### src/rtl/nhv_pkg.sv
package nhv_pkg;
  localparam logic [31:0] MIX_CONST = 32'h9E3779B9;

  // per-stream seed offset, stream index k
  function automatic logic [31:0] stream_mix(input int unsigned k);
    return (k + 1) * MIX_CONST;
  endfunction
endpackage

### src/rtl/nhv_ref_bank.sv
module nhv_ref_bank #(
  parameter int N_BITS = 8,
  parameter int LFSR_W = 16,
  parameter logic [LFSR_W-1:0] TAPS = 16'hB400
) (
  input  logic                  clk,
  input  logic                  rst,
  input  logic                  reseed,
  input  logic                  advance,
  input  logic [LFSR_W-1:0]     seed,
  output logic [2*N_BITS-1:0]   ref_sign
);
  localparam int N_STREAMS = 2 * N_BITS;

  for (genvar k = 0; k < N_STREAMS; k++) begin : g_stream
    logic [LFSR_W-1:0] state_q;
    logic [LFSR_W-1:0] init_val;
    logic [LFSR_W-1:0] mixed;
    logic [31:0]       mix_word;

    assign mix_word = nhv_pkg::stream_mix(k);
    assign mixed    = seed ^ mix_word[LFSR_W-1:0];
    assign init_val = (mixed == '0) ? LFSR_W'(1) : mixed;

    always_ff @(posedge clk) begin
      if (rst) begin
        state_q <= LFSR_W'(1);
      end else if (reseed) begin
        state_q <= init_val;
      end else if (advance) begin
        state_q <= (state_q >> 1) ^ (state_q[0] ? TAPS : '0);
      end
    end

    assign ref_sign[k] = state_q[0];
  end
endmodule

### src/rtl/nhv_product.sv
module nhv_product #(
  parameter int N_BITS = 8
) (
  input  logic [2*N_BITS-1:0] ref_sign,
  input  logic [N_BITS-1:0]   str,
  output logic                sample
);
  always_comb begin
    sample = 1'b0;
    for (int i = 0; i < N_BITS; i++) begin
      sample = sample ^ ref_sign[2*i + int'(str[i])];
    end
  end
endmodule

### src/rtl/nhv_ctrl.sv
module nhv_ctrl #(
  parameter int CNT_W     = 8,
  parameter int DEF_STEPS = 83
) (
  input  logic             clk,
  input  logic             rst,
  input  logic             start,
  input  logic [CNT_W-1:0] num_steps,
  input  logic             step_en,
  input  logic             rx_sample,
  input  logic             local_sample,
  output logic             step_fire,
  output logic             busy,
  output logic             differ,
  output logic             equal,
  output logic             done,
  output logic [CNT_W-1:0] steps_done,
  output logic [CNT_W-1:0] target
);
  localparam logic [CNT_W-1:0] DEF_TGT = CNT_W'(DEF_STEPS);

  logic [CNT_W-1:0] cnt_next;
  logic             mismatch;

  assign step_fire = busy && step_en && !start;
  assign cnt_next  = steps_done + CNT_W'(1);
  assign mismatch  = rx_sample ^ local_sample;

  always_ff @(posedge clk) begin
    if (rst) begin
      busy       <= 1'b0;
      differ     <= 1'b0;
      equal      <= 1'b0;
      done       <= 1'b0;
      steps_done <= '0;
      target     <= DEF_TGT;
    end else begin
      done <= 1'b0;
      if (start) begin
        busy       <= 1'b1;
        differ     <= 1'b0;
        equal      <= 1'b0;
        steps_done <= '0;
        target     <= (num_steps == '0) ? DEF_TGT : num_steps;
      end else if (step_fire) begin
        steps_done <= cnt_next;
        if (mismatch) begin
          differ <= 1'b1;
          busy   <= 1'b0;
          done   <= 1'b1;
        end else if (cnt_next == target) begin
          equal <= 1'b1;
          busy  <= 1'b0;
          done  <= 1'b1;
        end
      end
    end
  end
endmodule

### src/rtl/noise_hash_verifier.sv
module noise_hash_verifier #(
  parameter int N_BITS    = 8,
  parameter int LFSR_W    = 16,
  parameter logic [LFSR_W-1:0] TAPS = 16'hB400,
  parameter int CNT_W     = 8,
  parameter int DEF_STEPS = 83
) (
  input  logic              clk,
  input  logic              rst,
  input  logic              start,
  input  logic [N_BITS-1:0] loc_str,
  input  logic [LFSR_W-1:0] seed,
  input  logic [CNT_W-1:0]  num_steps,
  input  logic              step_en,
  input  logic              rx_sample,
  output logic              tx_sample,
  output logic              busy,
  output logic              differ,
  output logic              equal,
  output logic              done,
  output logic [CNT_W-1:0]  steps_done
);
  logic [N_BITS-1:0]   str_q;
  logic [2*N_BITS-1:0] ref_sign;
  logic                step_fire;
  logic [CNT_W-1:0]    target_q;

  always_ff @(posedge clk) begin
    if (rst) begin
      str_q <= '0;
    end else if (start) begin
      str_q <= loc_str;
    end
  end

  nhv_ref_bank #(.N_BITS(N_BITS), .LFSR_W(LFSR_W), .TAPS(TAPS)) u_bank (
    .clk      (clk),
    .rst      (rst),
    .reseed   (start),
    .advance  (step_fire),
    .seed     (seed),
    .ref_sign (ref_sign)
  );

  nhv_product #(.N_BITS(N_BITS)) u_prod (
    .ref_sign (ref_sign),
    .str      (str_q),
    .sample   (tx_sample)
  );

  nhv_ctrl #(.CNT_W(CNT_W), .DEF_STEPS(DEF_STEPS)) u_ctrl (
    .clk          (clk),
    .rst          (rst),
    .start        (start),
    .num_steps    (num_steps),
    .step_en      (step_en),
    .rx_sample    (rx_sample),
    .local_sample (tx_sample),
    .step_fire    (step_fire),
    .busy         (busy),
    .differ       (differ),
    .equal        (equal),
    .done         (done),
    .steps_done   (steps_done),
    .target       (target_q)
  );
endmodule

### config.mk
export PLATFORM = sky130hd
export DESIGN_NAME = noise_hash_verifier
export DESIGN_NICKNAME = d
export VERILOG_FILES = /design/src/rtl/nhv_pkg.sv /design/src/rtl/nhv_ref_bank.sv /design/src/rtl/nhv_product.sv /design/src/rtl/nhv_ctrl.sv /design/src/rtl/noise_hash_verifier.sv
export SDC_FILE = /design/constraint.sdc
export NUM_CORES = 1
export LEC_CHECK = 0
export ABC_AREA = 1
export BUFFER_PORTS_ARGS = -buffer_cell sky130_fd_sc_hd__buf_2
export CAP_MARGIN = 30
export CORE_MARGIN = 3
export CORE_UTILIZATION = 36
export DETAILED_ROUTE_END_ITERATION = 8
export HOLD_SLACK_MARGIN = 0.08
export PLACE_DENSITY_LB_ADDON = 0.1
export REMOVE_ABC_BUFFERS = 1
export SYNTH_ARGS = -nofsm -noshare
export SYNTH_HDL_FRONTEND = slang
export SYNTH_SLANG_ARGS = --single-unit
### constraint.sdc
create_clock -name clk -period 4.5 [get_ports clk]
set_input_delay 0.675 -clock clk [delete_from_list [all_inputs] [get_ports clk]]
set_output_delay 0.675 -clock clk [all_outputs]
set_load 0.005 [all_outputs]
======== After elaboration in Yosys (flattened, before gate mapping) ========
Index checks and enable logic that the tools add are counted.
cells by class
  equality and inequality tests ........... 1
  muxes and demuxes ....................... 94
  reductions and logical operators ........ 27
  $lt $le $gt $ge ......................... 8
  bitwise operators ....................... 42
  add/subtract/negate cells ............... 8
operator list
  kind                 number
  $mux 16              64
  $logic_not 16->1     16
  $xor 15x16->16       16
  $lt 32x6->1 const B  7
  $not 7->7            5
  $not 8->8            4
  $not 10->10          3
  $bmux 1 s4           7
  $not 9->9            3
  $mux 1               22
  $add 4x1->5 const A  4
  $add 3x1->4 const A  2
  $add 8x1->8 const B  1
  $eq 8x8->1           1
  $logic_not 8->1      1
  $mux 8               1
  $xor 1x1->1          8
  $not 6->6            1
  $lt 1x5->1 const B   1
  $reduce_and 2->1     2
  $add 2x1->3 const A  1
  $reduce_and 3->1     1
  $reduce_bool 3->1    1
  $reduce_or 3->1      1
  5 further kinds      7
word-level totals
  logic and storage cells ................. 203
  bits in registers ....................... 284
  output and inout bits ................... 13
  input port bits ......................... 37

======== Logic depth before layout (Yosys ltp) ========
  depth in word-level cells ............... 15
  gate-level depth with buffers ........... 15
  depth with buffers taken out ............ 14

======== Modules after synthesis ========
From an unflattened synthesis, not the netlist that was laid out.
second synthesis, totals
  cells, all modules ...................... 1,877
  area, all modules ....................... 13,078.8 µm²
modules (own cells, without submodules)
  module               cells an instance  sequential area each (µm²)  area each (µm²)  times used
  nhv_ref_bank         1,581              5,124.9                     11,319.6         1
  nhv_ctrl             161                400.4                       1,082.3          1
  noise_hash_verifier  51                 160.2                       341.6            1
  nhv_product          84                 0.0                         335.3            1

======== Worst setup path before layout ========
No wires, ideal clock.
  path type ............................... input-to-reg
  from .................................... input step_en
  to ...................................... register u_bank.g_stream[0].state_q[10]
  setup time .............................. 0.116 ns
  buffers on the path ..................... 2
  slack ................................... 2.787 ns
  required time ........................... 4.384 ns
  arrival time ............................ 1.596 ns
  cell stages on the path ................. 8
  cell sequence ........................... nand2_1 inv_2 nor2_2 inv_2 buf_2 clkbuf_1 o211ai_1 inv_1
on the way
  longest elaborated chain between the ends .. 3
ends and longest elaborated chain
  item                                RTL line                   text
  start, declared                     noise_hash_verifier.sv:14  input logic step_en,
  $logic_and 1x1->1 (2 in a row)      nhv_ctrl.sv:25             assign step_fire = busy && step_en && !start;
  $reduce_bool 2->1 (no source line)  -
  end signal, assigned                nhv_ref_bank.sv:29         state_q <= init_val;
  end signal, assigned                nhv_ref_bank.sv:31         state_q <= (state_q >> 1) ^ (state_q[0] ? TAPS : '0);
  end, declared                       nhv_ref_bank.sv:16         logic [LFSR_W-1:0] state_q;
No other way between the ends.
A chain may end at the register's enable or synchronous reset.

======== Worst setup path after layout ========
  from .................................... register u_bank.g_stream[14].state_q[0]
  to ...................................... output tx_sample
on the way
  longest elaborated chain between the ends .. 10
  elaborated cells between the ends (all ways) .. 28
  classes of those cells .................. mux: 21; bitwise: 7
ends and longest elaborated chain
  item                                       RTL line                   text
  start, declared                            nhv_ref_bank.sv:16
  start signal, assigned                     nhv_ref_bank.sv:29
  start signal, assigned                     nhv_ref_bank.sv:31
  $bmux 1 s4                                 nhv_product.sv:11          sample = sample ^ ref_sign[2*i + int'(str[i])];
  $mux 1 (not written as such) (2 in a row)  nhv_product.sv:11
  $xor 1x1->1 (6 in a row)                   nhv_product.sv:11
  $xor 1x1->1 (*)                            nhv_product.sv:11
  end, declared                              noise_hash_verifier.sv:16  output logic tx_sample,
Mark *: on every way between the ends. The rest lies on a longest branch, timed or not. The select of a mux whose other input is x is not followed.

==> impl_results.md <==
- Largest net degree at the start of global routing: 125
- H-tree Lvls: 2
- Critical Path AT: 1.97 ns
- WL per Instance: 17.3 um
- Vias in the first global route: 10200
- Ys flop type: dfxtp_1
- Min Clock Period, post-route: 2.64 ns
- Crit-path most repeated cell: nand2_1
- Inserted Diodes: 0
- Final-report hold violation count: 0
- Synth Area in Compound Gates: 19.3%
- Largest family of logic cells by synthesized area: simple AND/OR/NAND/NOR gates
- Clock root buffer: clkbuf_16
- Fmax: 378 MHz
- Relative slew margins: 42.4%
- Worst Max-Slew Pin Slew: 0.864 ns
- Post-synthesis register bit count: 284
- Yosys warns: 0
- GRT overflow: 0
- Cell area power density: 455 nW/um2
- Syn Inst Count: 1604
- Port bufs: 49
- Clk pin slew, worst setup/hold paths: 0.06 ns
- Layout cells sized above 1: 9.38%
- Most common cell after layout, fill and taps aside: nand2_1
- Sequential area share after synthesis: 46.7%
- Tot GR Track Use: 19.5%
- Height of the chip: 190 um
- Most frequent cells in the layout: nand2_1, dfxtp_1, a31oi_1
- Leakage: 5.22 nW
- Mux cell area share after synthesis: 0%
- Number of I/O pins: 50
- Hold Path Class: primary input to flip-flop
- TritonCTS buffer count: 35
- Simple-gate share of the synthesized area: 21.8%
- Layout Skew: 0.0122 ns
- Fin area: 13700 um2
- Final nets: 1622
- DPL Wire Length: 22800 um
- CTS tree: done
- Xor and xnor area share after synthesis: 3.86%
- Delay-heaviest family, CP: flip-flops
- MaxCap Viol Count: 0
- Setup WS pre-CTS: 1.91 ns
- Vias: 10600
- Initial antenna violation count: 0
- EDFF count, synth: 0
- Die width: 190 um
- Ys async rst share: 0%
- CP Max Fanout: 6
- DRC violation count after routing: 0
- Die area: 36000 um2
- Synthesized area: 12200 um2
- Hold buffers post-CTS: 0
- Bufs on Longest Clock Path: 3
- Fin Setup TNS: 0 ns
- Drt first pass iters: 5
- Post-CTS sizing: 0
- Num rows: 66
- 1st-iter DRT viols: 883
- VDD IR max: 0.257 mV
- Fillers: 3456
- First-pass GRT wire length: 57400 um
- Crit. End Element: output pin
- Initial Util: 36.9%
- Area delta synth->final: 12.8%
- RSZ-0062 raised after global routing: false
- GPL Wtd Cong: 0.880
- Clock sinks: 284
- Core footprint: 32900 um2
- Avg Cell Area, Syn: 7.59 um2
- Post-route ant nets: 0
- WP buf/inv: 3
- DP Area: 12600 um2
- Setup-failing EPs final: 0
- Worst-Skew Late Latency: 0.51 ns
- Setup WS post-layout: 1.86 ns
- Worst path max stage delay: 0.63 ns
- Via-per-instance ratio: 5.18
- Yosys cell types: 35
- Critical Path, Cell by Cell: inv_2 > nand2_1 > nand2_1 > nand2_1 > nand2_1 > nand2_1 > nand2_1 > inv_1 > nand2_1 > nand2_1 > buf_2
- Worst setup path class: flip-flop to output pin
- Postcts setup bufs: 0
- Slowest CP cell: dfxtp_1
- Adder-cell area share of the yosys netlist: 0.103%
- Final Max Tran Viols: 0
- Final WL: 35500 um
- Tot Pwr: 6.24 mW
- Critical Path RT: 3.83 ns
- Status: finished, final reports clean
- Startpoint Class: flip-flop
- Final period utilization: 58.7%
## path summary, 6_finish.rpt
| path | slack (ns) | startpoint | cells after the start | endpoint |
|---|---|---|---|---|
| setup / recovery | 1.86 | u_bank.g_stream[14].state_q[0]$_SDFFE_PP1P_ | 11 | tx_sample |
| hold / removal | 0.37 | loc_str[1] | 3 | str_q[1]$_SDFFE_PP0P_ |
| setup reg to reg | 2.45 | u_ctrl.busy$_SDFFE_PP0P_ | 8 | u_bank.g_stream[14].state_q[13]$_SDFFE_PP0P_ |
| hold reg to reg | 0.46 | u_ctrl.differ$_SDFFE_PP0P_ | 2 | u_ctrl.differ$_SDFFE_PP0P_ |
## synthesized netlist by cell type (2+ instances only)
| cell type | count | area share (%) |
|---|---|---|
| inv_2 | 19 | 0.59 |
| nand2_2 | 4 | 0.21 |
| buf_2 | 57 | 2.3 |
| buf_1 | 6 | 0.19 |
| nor3_1 | 9 | 0.37 |
| a21oi_1 | 9 | 0.37 |
| clkbuf_1 | 44 | 1.4 |
| o2111ai_1 | 15 | 1.1 |
| xnor2_1 | 49 | 3.5 |
| a31oi_1 | 192 | 9.9 |
| nand3_1 | 18 | 0.74 |
| buf_4 | 10 | 0.62 |
| dfxtp_1 | 284 | 47 |
| nor4_1 | 9 | 0.46 |
| o21ai_0 | 34 | 1.4 |
| nand4_1 | 7 | 0.36 |
| nor2_1 | 36 | 1.1 |
| o211ai_1 | 97 | 6.0 |
| nand3_2 | 3 | 0.25 |
| nand2_1 | 581 | 18 |
| nor2_2 | 5 | 0.26 |
| inv_1 | 100 | 3.1 |
| o21ai_1 | 3 | 0.12 |
| xor2_1 | 2 | 0.14 |
## metal layers
layer  global-route usage [%]  part of all wire (%)  vias to the layer above
met2                     31.1                    45                      224
met5                        0                     0                        -
met3                     2.51                   4.0                       47
met4                     4.61                   1.7                        0
li1                         -                     -                     5365
met1                     28.3                    50                     4993
## worst reg2reg max path, stage by stage (launching register included)
cell,delay [ns]
dfxtp_1,0.35
nand2_1,0.17
inv_2,0.20
nor2_4,0.07
clkinv_2,0.08
buf_4,0.62
o211ai_1,0.26
o211ai_1,0.13
inv_1,0.05
## cell type report
type / instances / area, um2 / share of cell area (%)
sequential: 284 / 5690 / 41.4
multi-input combinational: 1084 / 5500 / 40.1
clock buffer: 53 / 1050 / 7.68
tap: 442 / 553 / 4.03
inverter: 119 / 448 / 3.26
timing repair buffer: 60 / 374 / 2.72
clock inverter: 9 / 114 / 0.829
## power breakdown
part	switching [mW]	internal (mW)	total, mW
sequential	0.135	2.68	2.82
combinational	0.388	0.215	0.603
clock	1.08	1.74	2.82
## state kept, by name (all words and copies together), names as in the netlist
name	count
u_ctrl.target	8
u_ctrl.equal	1
str_q	8
u_ctrl.busy	1
u_ctrl.steps_done	8
u_ctrl.differ	1
u_bank.g_stream.state_q	256
u_ctrl.done	1
## stage by stage
step	instances	hold slack, ns	utilization [%]
4_1_cts	2051	0.352	41.7
6_report	2051	0.373	41.7
5_1_grt	2051	0.372	41.7
2_1_floorplan	1487	0.428	-
3_3_place_gp	1989	0.439	38.1
3_5_place_dp	1989	0.447	38.1
## logic make-up after synthesis
kind of cell / after synthesis
AO/OA/AOI/OAI: 357
buffers and inverters: 236
XOR/XNOR: 52
AND/OR/NAND/NOR: 674
adder cells (fa/ha/maj): 1
flip-flops: 284
(Power assumes the default switching activity.)
